File: src/rtl/lsh_pkg.sv
package lsh_pkg;

  typedef enum logic [2:0] {
    DCM_CARRY = 3'b000,
    DCM_NEG   = 3'b001,
    DCM_ZERO  = 3'b010
  } dc_mode_e;

  typedef struct packed {
    logic gt;
    logic z;
    logic n;
    logic v;
    logic dc;
  } flags_t;

  localparam flags_t FLAGS_RESET = '{gt: 1'b0, z: 1'b0, n: 1'b0, v: 1'b0, dc: 1'b0};

endpackage

File: src/rtl/lsh_amt_sel.sv
module lsh_amt_sel #(
  parameter int ACC_W   = 40,
  parameter int AMT_W   = 6,
  parameter int AMT_LSB = 16
) (
  input  logic [ACC_W-1:0] src2,
  input  logic [AMT_W-1:0] imm_amt,
  input  logic             use_imm,
  output logic [AMT_W-1:0] amt_eff,
  output logic             go_left,
  output logic [AMT_W-1:0] amt_mag
);

  logic [AMT_W-1:0] reg_amt;

  assign reg_amt = src2[AMT_LSB +: AMT_W];

  always_comb begin
    amt_eff = use_imm ? imm_amt : reg_amt;
    go_left = ~amt_eff[AMT_W-1];
    if (amt_eff[AMT_W-1]) begin
      amt_mag = (~amt_eff) + {{(AMT_W-1){1'b0}}, 1'b1};
    end else begin
      amt_mag = amt_eff;
    end
  end

endmodule

File: src/rtl/lsh_core.sv
module lsh_core #(
  parameter int FIELD_W = 16,
  parameter int AMT_W   = 6
) (
  input  logic [FIELD_W-1:0] field_in,
  input  logic               go_left,
  input  logic [AMT_W-1:0]   amt_mag,
  output logic [FIELD_W-1:0] field_out,
  output logic               shifted_out
);

  localparam int WIDE_W = 3 * FIELD_W;

  logic [WIDE_W-1:0] left_ext;
  logic [WIDE_W-1:0] right_ext;
  logic [WIDE_W-1:0] left_sh;
  logic [WIDE_W-1:0] right_sh;

  // Left: field sits at the bottom; the bit just above it is the last one out.
  // Right: field sits one field-width up; the bit just below it is the last one out.
  assign left_ext  = {{(2*FIELD_W){1'b0}}, field_in};
  assign right_ext = {{FIELD_W{1'b0}}, field_in, {FIELD_W{1'b0}}};
  assign left_sh   = left_ext << amt_mag;
  assign right_sh  = right_ext >> amt_mag;

  always_comb begin
    if (go_left) begin
      field_out   = left_sh[FIELD_W-1:0];
      shifted_out = left_sh[FIELD_W];
    end else begin
      field_out   = right_sh[2*FIELD_W-1:FIELD_W];
      shifted_out = right_sh[FIELD_W-1];
    end
  end

endmodule

File: src/rtl/lsh_flags.sv
module lsh_flags
  import lsh_pkg::*;
#(
  parameter int ACC_W   = 40,
  parameter int FIELD_W = 16
) (
  input  logic [ACC_W-1:0]   result,
  input  logic [FIELD_W-1:0] field,
  input  logic               shifted_out,
  input  logic [2:0]         dc_mode,
  output flags_t             flags
);

  logic res_zero;
  logic res_neg;
  logic field_zero;

  assign res_zero   = (result == '0);
  assign res_neg    = field[FIELD_W-1];
  assign field_zero = (field == '0);

  always_comb begin
    flags.n  = res_neg;
    flags.z  = res_zero;
    flags.v  = 1'b0;
    flags.gt = ~res_zero & ~res_neg;
    case (dc_mode)
      DCM_CARRY: flags.dc = shifted_out;
      DCM_NEG:   flags.dc = res_neg;
      DCM_ZERO:  flags.dc = field_zero;
      default:   flags.dc = 1'b0;
    endcase
  end

endmodule

File: src/rtl/dsp_lshift_unit.sv
module dsp_lshift_unit
  import lsh_pkg::*;
#(
  parameter int GUARD_W = 8,
  parameter int HI_W    = 16,
  parameter int LO_W    = 16,
  parameter int AMT_W   = 6,
  parameter int AMT_LSB = 16
) (
  input  logic                          clk,
  input  logic                          rst,
  input  logic                          op_valid,
  input  logic                          cond_op,
  input  logic                          use_imm,
  input  logic [GUARD_W+HI_W+LO_W-1:0]  src1,
  input  logic [GUARD_W+HI_W+LO_W-1:0]  src2,
  input  logic [AMT_W-1:0]              imm_amt,
  input  logic [2:0]                    dc_mode,
  output logic [GUARD_W+HI_W+LO_W-1:0]  dst,
  output logic                          flag_dc,
  output logic                          flag_n,
  output logic                          flag_z,
  output logic                          flag_v,
  output logic                          flag_gt
);

  localparam int ACC_W  = GUARD_W + HI_W + LO_W;
  localparam int HI_LSB = LO_W;

  logic [AMT_W-1:0] amt_eff;
  logic [AMT_W-1:0] amt_mag;
  logic             go_left;
  logic [HI_W-1:0]  field_in;
  logic [HI_W-1:0]  field_out;
  logic             shifted_out;
  logic [ACC_W-1:0] result;
  flags_t           flags_next;
  flags_t           flags_q;
  logic [ACC_W-1:0] dst_q;

  assign field_in = src1[HI_LSB +: HI_W];

  lsh_amt_sel #(
    .ACC_W   (ACC_W),
    .AMT_W   (AMT_W),
    .AMT_LSB (AMT_LSB)
  ) u_amt (
    .src2    (src2),
    .imm_amt (imm_amt),
    .use_imm (use_imm),
    .amt_eff (amt_eff),
    .go_left (go_left),
    .amt_mag (amt_mag)
  );

  lsh_core #(
    .FIELD_W (HI_W),
    .AMT_W   (AMT_W)
  ) u_core (
    .field_in    (field_in),
    .go_left     (go_left),
    .amt_mag     (amt_mag),
    .field_out   (field_out),
    .shifted_out (shifted_out)
  );

  assign result = {{GUARD_W{1'b0}}, field_out, {LO_W{1'b0}}};

  lsh_flags #(
    .ACC_W   (ACC_W),
    .FIELD_W (HI_W)
  ) u_flags (
    .result      (result),
    .field       (field_out),
    .shifted_out (shifted_out),
    .dc_mode     (dc_mode),
    .flags       (flags_next)
  );

  always_ff @(posedge clk) begin
    if (rst) begin
      dst_q   <= '0;
      flags_q <= FLAGS_RESET;
    end else if (op_valid) begin
      dst_q <= result;
      if (!cond_op) begin
        flags_q <= flags_next;
      end
    end
  end

  assign dst     = dst_q;
  assign flag_dc = flags_q.dc;
  assign flag_n  = flags_q.n;
  assign flag_z  = flags_q.z;
  assign flag_v  = flags_q.v;
  assign flag_gt = flags_q.gt;

endmodule

File: config.mk
export PLATFORM = sky130hd
export DESIGN_NAME = dsp_lshift_unit
export DESIGN_NICKNAME = d
export VERILOG_FILES = /design/src/rtl/lsh_pkg.sv /design/src/rtl/lsh_amt_sel.sv /design/src/rtl/lsh_core.sv /design/src/rtl/lsh_flags.sv /design/src/rtl/dsp_lshift_unit.sv
export SDC_FILE = /design/constraint.sdc
export NUM_CORES = 1
export LEC_CHECK = 0
export ABC_AREA = 1
export BUFFER_PORTS_ARGS = -buffer_cell sky130_fd_sc_hd__buf_2
export CAP_MARGIN = 20
export CELL_PAD_IN_SITES_DETAIL_PLACEMENT = 0
export CELL_PAD_IN_SITES_GLOBAL_PLACEMENT = 2
export CORE_UTILIZATION = 22
export DETAILED_ROUTE_END_ITERATION = 12
export GPL_TIMING_DRIVEN = 0
export PLACE_DENSITY = 0.92
export SLEW_MARGIN = 20
export SYNTH_ARGS = -nofsm -noshare
export SYNTH_HDL_FRONTEND = slang
export SYNTH_SLANG_ARGS = --single-unit
File: constraint.sdc
create_clock -name clk -period 2.6 [get_ports clk]
set_input_delay 0.26 -clock clk [delete_from_list [all_inputs] [get_ports clk]]
set_output_delay 0.26 -clock clk [all_outputs]
set_load 0.01 [all_outputs]
Word level (Yosys, flattened, before mapping)
Index checks and enable logic that the tools add are counted.

Register bits after elaboration: 20. Latch bits: 0. RAM bits: 0. ROM bits: 0. Bits of input ports: 94. Memories: 0.

$add $sub $neg: 1. Multiply operators: 0. Div/mod/pow operators: 0. Order comparisons: 0. Equality and inequality tests: 2. Shift-type cells: 2. Mux-type cells: 5. Bitwise operators: 5. Reductions and logical operators: 4.

Operators with widths (count): zero test 40 bit (1); >> shifter 32 x 6 -> 32 bit (1); left shift 16 x 6 -> 17 bit (1); zero test 16 bit (1); two-way mux 16 bit (1); two-way mux 6 bit (2); adder 6 x 1 -> 6 bit (second input constant) (1); NOT 6 bit (1); equality test 3 x 1 -> 1 bit (second input constant) (1); equality test 3 x 2 -> 1 bit (second input constant) (1); zero test 3 bit (1); NOT 1 bit (3); one-hot mux 1 bit (3 select lines) (1); AND reduction 2 bit (1); AND 1 bit (1); two-way mux 1 bit (1).

Logic depth before layout (Yosys ltp)
Gate-level depths: netlist of the first run.

Depth after elaboration: 9. Gate-level depth with buffers: 23.

By module
Synthesis of the first run repeated with hierarchy kept, for this count alone.

Cell total of the unflattened synthesis: 549. Area, all modules: 3014.1 um^2.

By module, submodules not included: lsh_core (times used 1, cells an instance 307, area an instance 1498.9 um^2); dsp_lshift_unit (times used 1, cells an instance 128, area an instance 957.2 um^2); lsh_amt_sel (times used 1, cells an instance 49, area an instance 291.5 um^2); lsh_flags (times used 1, cells an instance 65, area an instance 266.5 um^2).

Worst setup path after synthesis of the first run
OpenSTA, ideal clock, no wires.

Kind: in2reg. Start: input port use_imm. End: register flags_q, in the netlist flag_dc. Setup time: 0.071 ns. Arrival time: 2.233 ns. Required time: 2.529 ns. Path slack: 0.297 ns. Stages: 21. Path buffers: 2. Path through: inv_2 nand2_1 nand2_2 buf_2 ha_1 inv_1 nand2_2 nand2_4 buf_4 nand2_1 nand3_1 nand3_1 nand3_1 nand2_1 nor2_1 nand2_1 nor2_1 nand3_1 nand2_1 nand2_1 a21oi_1.

Word-level cells in the longest chain between the ends: 8. Elaborated cells between the ends (all ways): 10.

RTL lines: start: declaration (RTL line dsp_lshift_unit.sv:14) `input logic use_imm,`; two-way mux 6 bit * (RTL line lsh_amt_sel.sv:19) `amt_eff = use_imm ? imm_amt : reg_amt;`; NOT 6 bit (RTL line lsh_amt_sel.sv:22) `amt_mag = (~amt_eff) + {{(AMT_W-1){1'b0}}, 1'b1};`; adder 6 x 1 -> 6 bit (RTL line lsh_amt_sel.sv:22); two-way mux 6 bit (RTL line lsh_amt_sel.sv:21) `if (amt_eff[AMT_W-1]) begin`; >> shifter 32 x 6 -> 32 bit or left shift 16 x 6 -> 17 bit (tied branches) (RTL line lsh_core.sv:24, lsh_core.sv:23); two-way mux 16 bit (RTL line lsh_core.sv:27) `if (go_left) begin`; zero test 16 bit (RTL line lsh_flags.sv:20) `assign field_zero = (field == '0);`; one-hot mux 1 bit (3 select lines) * (RTL line lsh_flags.sv:27) `case (dc_mode)`; end signal: assignment (RTL line dsp_lshift_unit.sv:87) `flags_q <= flags_next;`; end: declaration (RTL line dsp_lshift_unit.sv:38) `flags_t flags_q;`.

Every way passes the cells marked *; elsewhere a longest branch is shown, timed or not. A chain may end at the register's enable or synchronous reset.

Worst setup path after layout of the first run
Same ends and word-level chain as after synthesis.

==> results of run 1 <==
==> layout make-up <==
class,instances,share of cell area (%)
multi-input combinational,490,57.1
clock buffer,4,2.37
inverter,62,6.34
sequential,20,10.7
buffer,49,10.4
tap,176,5.87
timing repair buffer,54,7.27
==> kinds of logic (layout without fill, tap and decap cells) <==
group	count (synthesis)	count (layout)	share of synthesized area [%]
flops	20	20	13.2
simple gates	428	428	59.3
fa+ha+maj	1	1	0.412
buf+inv	112	169	20.4
compound gates	36	36	6.52
other cells	1	25	0.124
==> routing by layer <==
metal	up-vias	GRT usage [%]	part of all wire (%)
li1	1961	-	-
met1	1634	19.8	47
met2	108	25.4	46
met3	22	1.77	4.8
met4	0	4.38	2.5
met5	-	0	0
==> state kept, by name (all words and copies together), names as in the netlist <==
| name | cells |
|---|---|
| dst | 16 |
| flag_dc | 1 |
| flag_gt | 1 |
| flag_n | 1 |
| flag_z | 1 |
==> worst max-delay path: stages <==
cell     delay (ns)
buf_2          0.14
inv_4          0.10
nand2_1        0.09
nand2_4        0.17
ha_4           0.23
inv_1          0.06
nand2_2        0.06
nand2_4        0.12
buf_6          0.16
nand2_1        0.09
nand3_1        0.13
nand2_1        0.07
nand2_1        0.06
nand3_1        0.09
nand2_1        0.12
inv_1          0.09
nor3_1         0.14
a21oi_1        0.06
nand2_1        0.09
nand2_1        0.07
a21oi_2        0.13
==> metrics by stage <==
stage	std cells	hold slack [ns]	util (%)
after global placement	851	0.465	27.0
after floorplan	622	0.480	-
final	855	0.372	28.1
after global routing	855	0.407	28.1
after CTS	856	0.359	27.9
after detailed placement	851	0.467	27.0
==> cells in the final DEF, fill, tap and decap left out, drive strengths merged <==
cell    synthesis  layout
nand2         280     280
inv            62      62
o211ai          3       3
clkbuf          5       9
nand3b          1       1
o21ai          26      26
buf            45      98
nor3            4       4
nand3          86      86
dfxtp          20      20
ha              1       1
nor2           57      57
conb            1      25
a21boi          1       1
a21oi           6       6
==> worst min-delay path by stage <==
stage,from,endpoint,slack (ns),cells after the start
final,cond_op,flag_gt$_SDFFE_PP0P_,0.37,3
after global routing,cond_op,flag_z$_SDFFE_PP0P_,0.41,3
after CTS,cond_op,flag_dc$_SDFFE_PP0P_,0.36,3
after detailed placement,dst[31]$_SDFFE_PP0P_,dst[31]$_SDFFE_PP0P_,0.47,2
after global placement,dst[31]$_SDFFE_PP0P_,dst[31]$_SDFFE_PP0P_,0.47,2
after floorplan,cond_op,flag_dc$_SDFFE_PP0P_,0.48,2
==> repair_timing <==
item                       CTS  global route
buffers inserted             1             0
resized for setup            4            10
setup endpoints to repair    3             3
pin swaps                    1             1
==> report_power, final <==
group	total, mW	internal, mW	switching (mW)
sequential	0.339	0.329	0.0106
clock	0.349	0.235	0.114
combinational	0.897	0.316	0.581
==> implementation parameters, run 1 <==
Parameter                              Value

Die
  Top-Level Pins    139
  Placeable Area    0.0133 mm^2
  Width of the chip    119 um
  Die area    0.0143 mm^2
  Die height    119 um
  Number of core rows    42
  Initial core utilization    22.7%

Final layout
  Number of diodes    0
  Non-Filler Cell Area, Final    0.00375 mm^2
  Sequential cell area    400 um^2
  Number of filler instances in the final layout    1605
  Fraction of final layout cells sized beyond drive strength 1    19.3%
  Nets    775
  Multi-input combinational cell area    0.00214 mm^2
  Area added between synthesis and finish    23.6%

Synthesis
  Area share of the largest cell type after synthesis    33.0%
  Yosys synthesis warning count    0
  Largest area contributor in the synthesized netlist    nand2_1
  Top area cells in the synthesized netlist    nand2_1 33%, nand3_1 14%, dfxtp_1 13%, buf_4 7.7%, inv_1 7.2%
  Synth async-reset ratio    0%
  Post-Syn Area    0.00303 mm^2
  Post-synthesis cell type count    26
  Mapped Avg Cell Area    5.07 um^2
  Count of flip-flops with a built-in enable after synthesis    0
  Sequential element share of the synthesized area    13.2%
  Number of storage elements in the synthesis netlist    20
  Most used flip-flop cell after synthesis    dfxtp_1
  Most frequent cell after synthesis    nand2_1
  Commonest cells in the synthesized netlist    267 x nand2_1, 83 x nand3_1, 58 x inv_1
  Cells after synthesis    598

Global routing
  Overall track demand over capacity in global routing    15.0%
  Number of global-route vias before repair    3531
  First-pass GRT wire length    17200 um
  Gr ovfl total    0
  Number of antenna violations at the first check in global routing    0
  Largest net degree at the start of global routing    12

Timing
  Final hold violation count    0
  Relative slew slack    62.1%
  Fin Setup TNS    0 ns
  Fmax    0.424 GHz
  Worst Slack Setup Final    0.244 ns
  Worst clock skew    0 ns
  Actual transition at the worst max-transition pin    0.567 ns
  Final Cycle Share    90.6%
  Slew Limit Fails    0
  Final number of setup-violating endpoints    0
  Min Clock Period, post-route    2.36 ns

Clock network
  Clock latency on the worst-skew pair    0.25 ns
  Inserted Clock Buffers    3
  CTS H-tree depth    1
  Worst-path clk slew    0.06 ns
  TritonCTS clock tree    built
  Library cell used as clock root buffer    clkbuf_16
  CTS sink count    20
  Hold buffer count at cts    0
  Buffer depth of the longest clock path    2

Critical path
  Type of element capturing the critical path    flop
  RR Endpoint    dst[30]$_SDFFE_PP0P_
  Crit path launch    use_imm
  Critical path peak fanout    11
  Critical path arrival    2.54 ns
  Critical Setup Path Class    input pin to flop
  Reg-to-reg critical path startpoint    dst[30]$_SDFFE_PP0P_
  Critical path required time    2.79 ns
  Worst reg-to-reg path cell count    4
  Kind of start point of the critical path    input pin
  Termination of the worst setup path    flag_dc$_SDFFE_PP0P_
  Worst setup slack for register-to-register paths    1.90 ns

Drt
  Total detailed-routing wirelength    10400 um
  Detailed-route via count    3725
  Drt via density    4.36
  Wire length per cell after detailed routing    12.1 um
  Drc violations    0
  Post-route ant nets    0
  Pre-Repair DR Iteration Count    5
  Iter 0 DRT Violations    254

Outcome
  Result of the run    finished, final reports clean

Place
  Count of buffers inserted at the top-level ports    53
  Placer congestion estimate    0.844
  Cell area after placement    0.00361 mm^2
  DP Worst Slack    -0.576 ns
  Post-DP HPWL    8430 um

Power
  Total power draw    1.58 mW
  Largest voltage drop on the vdd net    0.248 mV
  Static leakage    2.29 nW
  Power density of the placed cells    423 mW/mm^2

Worst hold path
  Classification of the worst-slack hold path    input pin to flop

Job
  # Max-Cap Violations    0
Power figures use the tool's default switching activity.
==> run 2, diff against run 1 <==
CORE_ASPECT_RATIO = 1.2   (was default)
PLACE_DENSITY = default   (was 0.92)
PLACE_DENSITY_LB_ADDON = 0.1   (was default)
==> implementation parameters, run 2 (synthesized netlist as in run 1, its figures left out) <==
Parameter                              Value

Clock network
  Library cell used as clock root buffer    clkbuf_16
  CTS sink count    20 (unchanged)
  Worst-path clk slew    0.05 ns (about the same)
  Hold buffer count at cts    0 (unchanged)
  TritonCTS clock tree    built
  Buffer depth of the longest clock path    2 (unchanged)
  CTS H-tree depth    1 (unchanged)
  Inserted Clock Buffers    3 (unchanged)
  Clock latency on the worst-skew pair    0.25 ns (about the same)

Global routing
  Overall track demand over capacity in global routing    16.5% (+1.6 points)
  First-pass GRT wire length    18100 um (+5.1%)
  Number of antenna violations at the first check in global routing    0 (unchanged)
  Largest net degree at the start of global routing    12 (unchanged)
  Number of global-route vias before repair    3547 (+0.45%)
  Gr ovfl total    0 (unchanged)

Drt
  Post-route ant nets    0 (unchanged)
  Detailed-route via count    3758 (+0.89%)
  Wire length per cell after detailed routing    13.5 um (+11%)
  Drc violations    0 (unchanged)
  Pre-Repair DR Iteration Count    5 (unchanged)
  Total detailed-routing wirelength    11600 um (+12%)
  Iter 0 DRT Violations    193 (-24%)
  Drt via density    4.36 (+0.18%)

Timing
  Fmax    0.408 GHz (-3.8%)
  Worst clock skew    0 ns (unchanged)
  Relative slew slack    55.7% (-6.4 points)
  Smallest hold slack    0.322 ns (-0.0505 ns)
  Worst Slack Setup Final    0.151 ns (-0.0926 ns)
  Min Clock Period, post-route    2.45 ns (+0.0926 ns)
  Final number of setup-violating endpoints    0 (unchanged)
  Final Cycle Share    94.2% (+3.6 points)
  Slew Limit Fails    0 (unchanged)
  Final hold violation count    0 (unchanged)
  Actual transition at the worst max-transition pin    0.662 ns (+0.0949 ns)

Place
  Cell area after placement    0.00360 mm^2 (-0.28%)
  Count of buffers inserted at the top-level ports    53 (unchanged)
  Post-DP HPWL    9710 um (+15%)
  Placer congestion estimate    0.851 (+0.90%)
  DP Worst Slack    -0.751 ns (-0.175 ns)

Die
  Die height    131 um (+9.4%)
  Number of core rows    46 (+9.5%)
  Initial core utilization    22.7% (about the same)
  Placeable Area    0.0134 mm^2 (about the same)
  Width of the chip    109 um (-8.6%)
  Die area    0.0143 mm^2 (about the same)
  Top-Level Pins    139 (unchanged)

Critical path
  Slowest cell on the critical path    ha_4
  Critical path arrival    2.64 ns (+0.10 ns)
  Type of element capturing the critical path    flop
  Critical Setup Path Class    input pin to flop
  Kind of cell adding the most delay to the critical path    simple AND/OR/NAND/NOR gates
  Critical path required time    2.79 ns (about the same)
  CP peak stage delay    0.24 ns (about the same)
  Crit-path cells    clkbuf_4 > clkinv_4 > nand2_2 > nand2_4 > buf_12 > ha_4 > inv_1 > nand2_2 > nand2_4 > buf_4 > buf_8 > nand2_1 > nand3_2 > nand3_1 > nand3_2 > nand2_1 > nor2_1 > nand2_1 > nor2_4 > nand3_1 > nand2_1 > nand2_1 > a21oi_1
  Critical path peak fanout    10 (-1)
  Library cell appearing most often on the critical path    nand2_1
  Number of buffers and inverters on the critical path    6 (+1)
  Kind of start point of the critical path    input pin

Final layout
  Number of diodes    0 (unchanged)
  Number of filler instances in the final layout    1591 (-0.87%)
  Nets    789 (+1.8%)
  Fraction of final layout cells sized beyond drive strength 1    26.4% (+7.1 points)
  End-of-flow core utilization    30.2% (+2.1 points)
  Area added between synthesis and finish    33.1%
  Largest register FFs    16 (unchanged)
  Non-Filler Cell Area, Final    0.00404 mm^2 (+7.7%)
  Most common cell after layout, fill and taps aside    nand2_1
  Most frequent cells in the layout    244 x nand2_1, 70 x nand3_1, 58 x inv_1, 54 x buf_2, 50 x nor2_1

Outcome
  Result of the run    finished, final reports clean

Power
  Largest voltage drop on the vdd net    0.411 mV (+66%)
  Static leakage    2.42 nW (+5.5%)
  Total power draw    1.73 mW (+9.0%)
  Power density of the placed cells    428 mW/mm^2 (+1.3%)

Worst hold path
  Classification of the worst-slack hold path    input pin to flop

Job
  # Max-Cap Violations    0 (unchanged)
-- run 2: changes by cell type in the layout (fill, tap and decap cells not counted), sizes merged --
cell	change
buf	+11
clkbuf	+3
clkinv	+1
inv	-1
-- run 2: path summary, 6_finish.rpt --
check	slack (ns)	startpoint	endpoint	depth (start not counted)
worst max register to register	1.92	dst[19]$_SDFFE_PP0P_	dst[19]$_SDFFE_PP0P_	4
worst min-delay path	0.32	cond_op	flag_dc$_SDFFE_PP0P_	3
worst max-delay path	0.15	use_imm	flag_dc$_SDFFE_PP0P_	23
worst min register to register	0.48	flag_dc$_SDFFE_PP0P_	flag_dc$_SDFFE_PP0P_	2
-- run 2: power by group --
part / internal, mW / switching, mW
clock: 0.235 / 0.117
combinational: 0.384 / 0.653
sequential: 0.329 / 0.00978
total: 0.948 / 0.780
-- run 2: worst register-to-register path: cells and delay by family (launching register included) --
| family | cells | cell delay [ns] |
|---|---|---|
| AOI/OAI and AO/OA | 1 | 0.09 |
| and+or+nand+nor | 2 | 0.12 |
| buffers and inverters | 1 | 0.05 |
| DFF | 1 | 0.31 |
-- run 2: cell type report --
cell class / count / area [um^2] / share of cell area, %
multi-input cells: 490 / 2290 / 56.6
repair buffers: 67 / 394 / 9.76
flip-flops and latches: 20 / 400 / 9.92
inverters: 62 / 240 / 5.95
plain buffers: 50 / 417 / 10.3
well taps: 168 / 210 / 5.21
clock buffers: 4 / 88.8 / 2.20
-- run 2: layer usage --
metal / GRT usage, % / share of wire, % / up-vias
met5: 0 / 0 / -
met4: 7.37 / 3.0 / 0
met3: 0.645 / 2.6 / 19
met2: 29.9 / 49 / 87
met1: 20.3 / 45 / 1667
li1: - / - / 1985
-- run 2: repair_timing --
| action | 4_1_cts | 5_1_grt |
|---|---|---|
| resized for setup | 7 | 58 |
| endpoints found under the setup margin | 3 | 3 |
| setup buffers | 1 | 12 |
| pin swaps | 1 | 14 |
| gates cloned | 0 | 1 |
-- run 2: per-stage QoR --
step / instances / TNS, ns
after floorplan: 622 / 0
after global placement: 843 / -4.05
after detailed placement: 843 / -3.89
after CTS: 848 / 0
after global routing: 861 / -0.0278
final: 861 / 0
